<file path="src/rtl/hold_window.sv">
module hold_window #(
  parameter int unsigned CNT_W = 3
) (
  input  logic             clk_i,
  input  logic             rst_ni,
  input  logic             start_i,
  input  logic [CNT_W-1:0] len_i,
  input  logic             keep_i,
  output logic             busy_o
);
  logic [CNT_W-1:0] rem_q, rem_d, base, load;

  always_comb begin
    base  = (rem_q != '0) ? rem_q - 1'b1 : '0;
    load  = (len_i != '0) ? len_i - 1'b1 : '0;
    rem_d = base;
    if (!keep_i)                    rem_d = '0;
    else if (start_i && load > base) rem_d = load;
  end

  always_ff @(posedge clk_i or negedge rst_ni) begin
    if (!rst_ni) rem_q <= '0;
    else         rem_q <= rem_d;
  end

  assign busy_o = (rem_q != '0);


  no_shorten_chk: assert property (@(posedge clk_i) disable iff (!rst_ni)
    (keep_i && rem_q > 1) |=> (rem_q >= $past(rem_q) - 1'b1));


  clear_on_low_chk: assert property (@(posedge clk_i) disable iff (!rst_ni)
    !keep_i |=> !busy_o);
endmodule

</file>
<file path="config.mk">
export PLATFORM = sky130hd
export DESIGN_NAME = hold_window
export DESIGN_NICKNAME = d
export VERILOG_FILES = /design/src/rtl/hold_window.sv
export SDC_FILE = /design/constraint.sdc
export NUM_CORES = 1
export LEC_CHECK = 0
export BUFFER_PORTS_ARGS = -buffer_cell sky130_fd_sc_hd__buf_2
export CAP_MARGIN = 30
export CORE_AREA = 5 5 42 44
export DETAILED_ROUTE_END_ITERATION = 8
export DIE_AREA = 0 0 47 49
export PLACE_DENSITY = 0.4
export SETUP_SLACK_MARGIN = 0.5
export SYNTH_ARGS = -nofsm -noshare
export SYNTH_HDL_FRONTEND = slang
export SYNTH_SLANG_ARGS = --single-unit
export TNS_END_PERCENT = 50
</file>
<file path="constraint.sdc">
create_clock -name clk_i -period 1.58 [get_ports clk_i]
set_input_delay 0.079 -clock clk_i [delete_from_list [all_inputs] [get_ports clk_i]]
set_output_delay 0.079 -clock clk_i [all_outputs]
set_load 0.05 [all_outputs]
</file>
==> impl_metrics.ini <==
[setup_path]
cp_data_required_time_ns = 1.74
max_stage_delay_ns = 0.42
crit_type = reg2reg
startpoint_type = register
critPathArrivalTime_ns = 1.99
end_kind = register
worst-path-max-fanout = 5
critical_path.top_delay_family = simple AND/OR/NAND/NOR gates
cp_num_buf_inv = 1
crit_chain = buf_4 > a21oi_2 > ha_1 > nand3_1 > o31ai_4 > or3_1 > a21boi_2
slowest_stage = dfrtp_1

[cells_and_area]
diodes = 0
drive_gt1_frac = 0.453
top_register = rem_q
fin_area_um2 = 470
fin_util = 0.336
syn_to_final_growth_pct = 64.2
final_cell_mix = 8 x buf_4, 6 x buf_2, 5 x ha_1
final_common_cell = buf_4
final_nets = 66
largest_reg_flops = 3
reg.largest.list = rem_q: 3 flops

[sta]
slew_violations = 0
period_needed_ns = 1.83
max_clock_freq_mhz = 548
skew_ns = 0.00719
post-route-period-util = 1.16
finalWorstSetupSlack_ns = -0.246
rsz0062_at_grt = true
slew_headroom = 0.790
setup_viol = 3
finalHoldViolations = 0
worst_pin_slew_ns = 0.311

[power]
power.share.sequential = 0.240
powerDensity_nw_per_um2 = 817
p_total_uw = 384
pwr-share-comb = 0.403
switchingPower_uw = 130
internal_power_uw = 254
irDropWorstVdd_v = 0.000233
p_clk_frac = 0.357
sw_frac_of_total = 0.339
leakagePower_nw = 0.235

[routing]
drc = 0
postRouteAntennaNets = 0
vias = 303
routed_via_density = 4.39
drt-wirelength-per-cell_um = 11.0
drt_iter0_drc = 2
drtPass1Iterations = 4
routed_wirelength_um = 759

[placed_design]
io_buffers = 7
dpl_worst_slack_ns = -0.234
dpl-instance-area_um2 = 408
place.gp.congestion = 0.796
dpl.hpwl_um = 602

[synthesis]
yosys_warnings = 0
ys_types = 17
synth_seq_cells = 3
syn_avg_cell_area_um2 = 8.68
synth_seq_area_share = 0.262
synth_nets = 45
postSynthCellCount = 33
syn-cell-area_um2 = 287

[flow_run]
cap_violations = 0

[global_routing]
gr-total-overflow = 0
grt_pass1_wl_mm = 1.21
groute.usage.overall = 0.0747
grt_max_degree = 6
grt_pass1_vias = 326
grt_antenna_before_repair = 0

[floorplan]
die_area_um2 = 2300
die_x_um = 47
fp.dieH_um = 49
initial_core_util = 0.204
core.rowCount = 14
ioPinCount = 8
core_um2 = 1400

[clock_tree]
clkTransAtPathRegs_ns = 0.04
cts-root-buf = clkbuf_4
cts_tree = built
clock_sinks = 3
htree_levels = 1
numCtsBuffers = 3
clk_latency_ns = 0.24
cts.path.max_buffers = 2

[outcome]
violations = negative setup slack
outcome = finished with violations

[hold_path]
min_path_type = in2reg
-- Yosys cell counts (all sizes together) --
cell type,count,area share
ha,5,0.22
o21ai,5,0.087
nor2,4,0.052
dfrtp,3,0.26
inv,2,0.026
nand2,2,0.026
or3,2,0.044
a21boi,1,0.039
a21oi,1,0.017
mux2i,1,0.035
nand3,1,0.017
nor2b,1,0.022
nor3b,1,0.026
o211ai,1,0.026
o311a,1,0.035
o31ai,1,0.044
or2,1,0.022
-- final cells by class --
| cell class | instances | area (um^2) |
|---|---|---|
| fillers | 169 | 931 |
| multi-input cells | 28 | 229 |
| repair buffers | 16 | 111 |
| flip-flops and latches | 3 | 76.3 |
| clock buffers | 4 | 26.3 |
| well taps | 16 | 20.0 |
| inverters | 2 | 7.51 |
-- metal layers --
| metal | up-vias | wire, um | GRT usage |
|---|---|---|---|
| li1 | 161 | - | - |
| met1 | 135 | 316 | 0.0771 |
| met2 | 5 | 411 | 0.120 |
| met3 | 2 | 17 | 0 |
| met4 | 0 | 14 | 0.0829 |
| met5 | - | 0 | 0 |
-- path summary, 6_finish.rpt --
check	slack (ns)	cells after the start	start	end
min reg2reg	0.66	2	rem_q[0]	rem_q[2]
min in group asynchronous	0.17	2	rst_ni	rem_q[2]
max reg2reg	-0.25	7	rem_q[1]	rem_q[0]
min	0.12	3	keep_i	rem_q[2]
max in group asynchronous	1.29	2	rst_ni	rem_q[0]
max	-0.25	7	rem_q[1]	rem_q[0]
-- cells by family (layout without fill, tap and decap cells) --
kind of cell               count (synthesis)  in the layout  share of synthesized area
AOI/OAI and AO/OA                         10             10                      0.249
adders and majority gates                  5              5                      0.218
buffers and inverters                      2             22                     0.0262
DFF                                        3              3                      0.262
muxes                                      1              1                     0.0349
and+or+nand+nor                           12             12                      0.210
-- tightest hold or removal path: cells and delay by family --
family        cells  cell delay (ns)
buf+inv           1             0.12
simple gates      1             0.06
mux               1             0.06
-- power by group through the flow --
stage	sequential [mW]	combinational (mW)	clock, mW
finish	0.0924	0.155	0.137
global placement	0.0926	0.132	0
global route	0.0929	0.168	0.146
CTS	0.0911	0.155	0.144
detailed placement	0.0922	0.136	0
floorplan	0.0917	0.0936	0
-- per-stage QoR --
step	setup TNS, ns	cells	hold slack [ns]
final	-0.593	69	0.119
after global routing	-0.854	69	0.131
after CTS	-0.564	69	0.112
after detailed placement	-0.589	62	-0.118
after global placement	-0.520	62	-0.128
after floorplan	-0.247	33	-0.217
-- repair_timing --
| action | CTS | global route |
|---|---|---|
| pin swaps | 4 | 1 |
| hold buffers | 1 | 0 |
| endpoints found under the setup margin | 4 | 4 |
| setup buffers | 2 | 0 |
| gates resized for setup | 3 | 1 |
| hold endpoints to repair | 3 | 0 |
(Power assumes the default switching activity.)
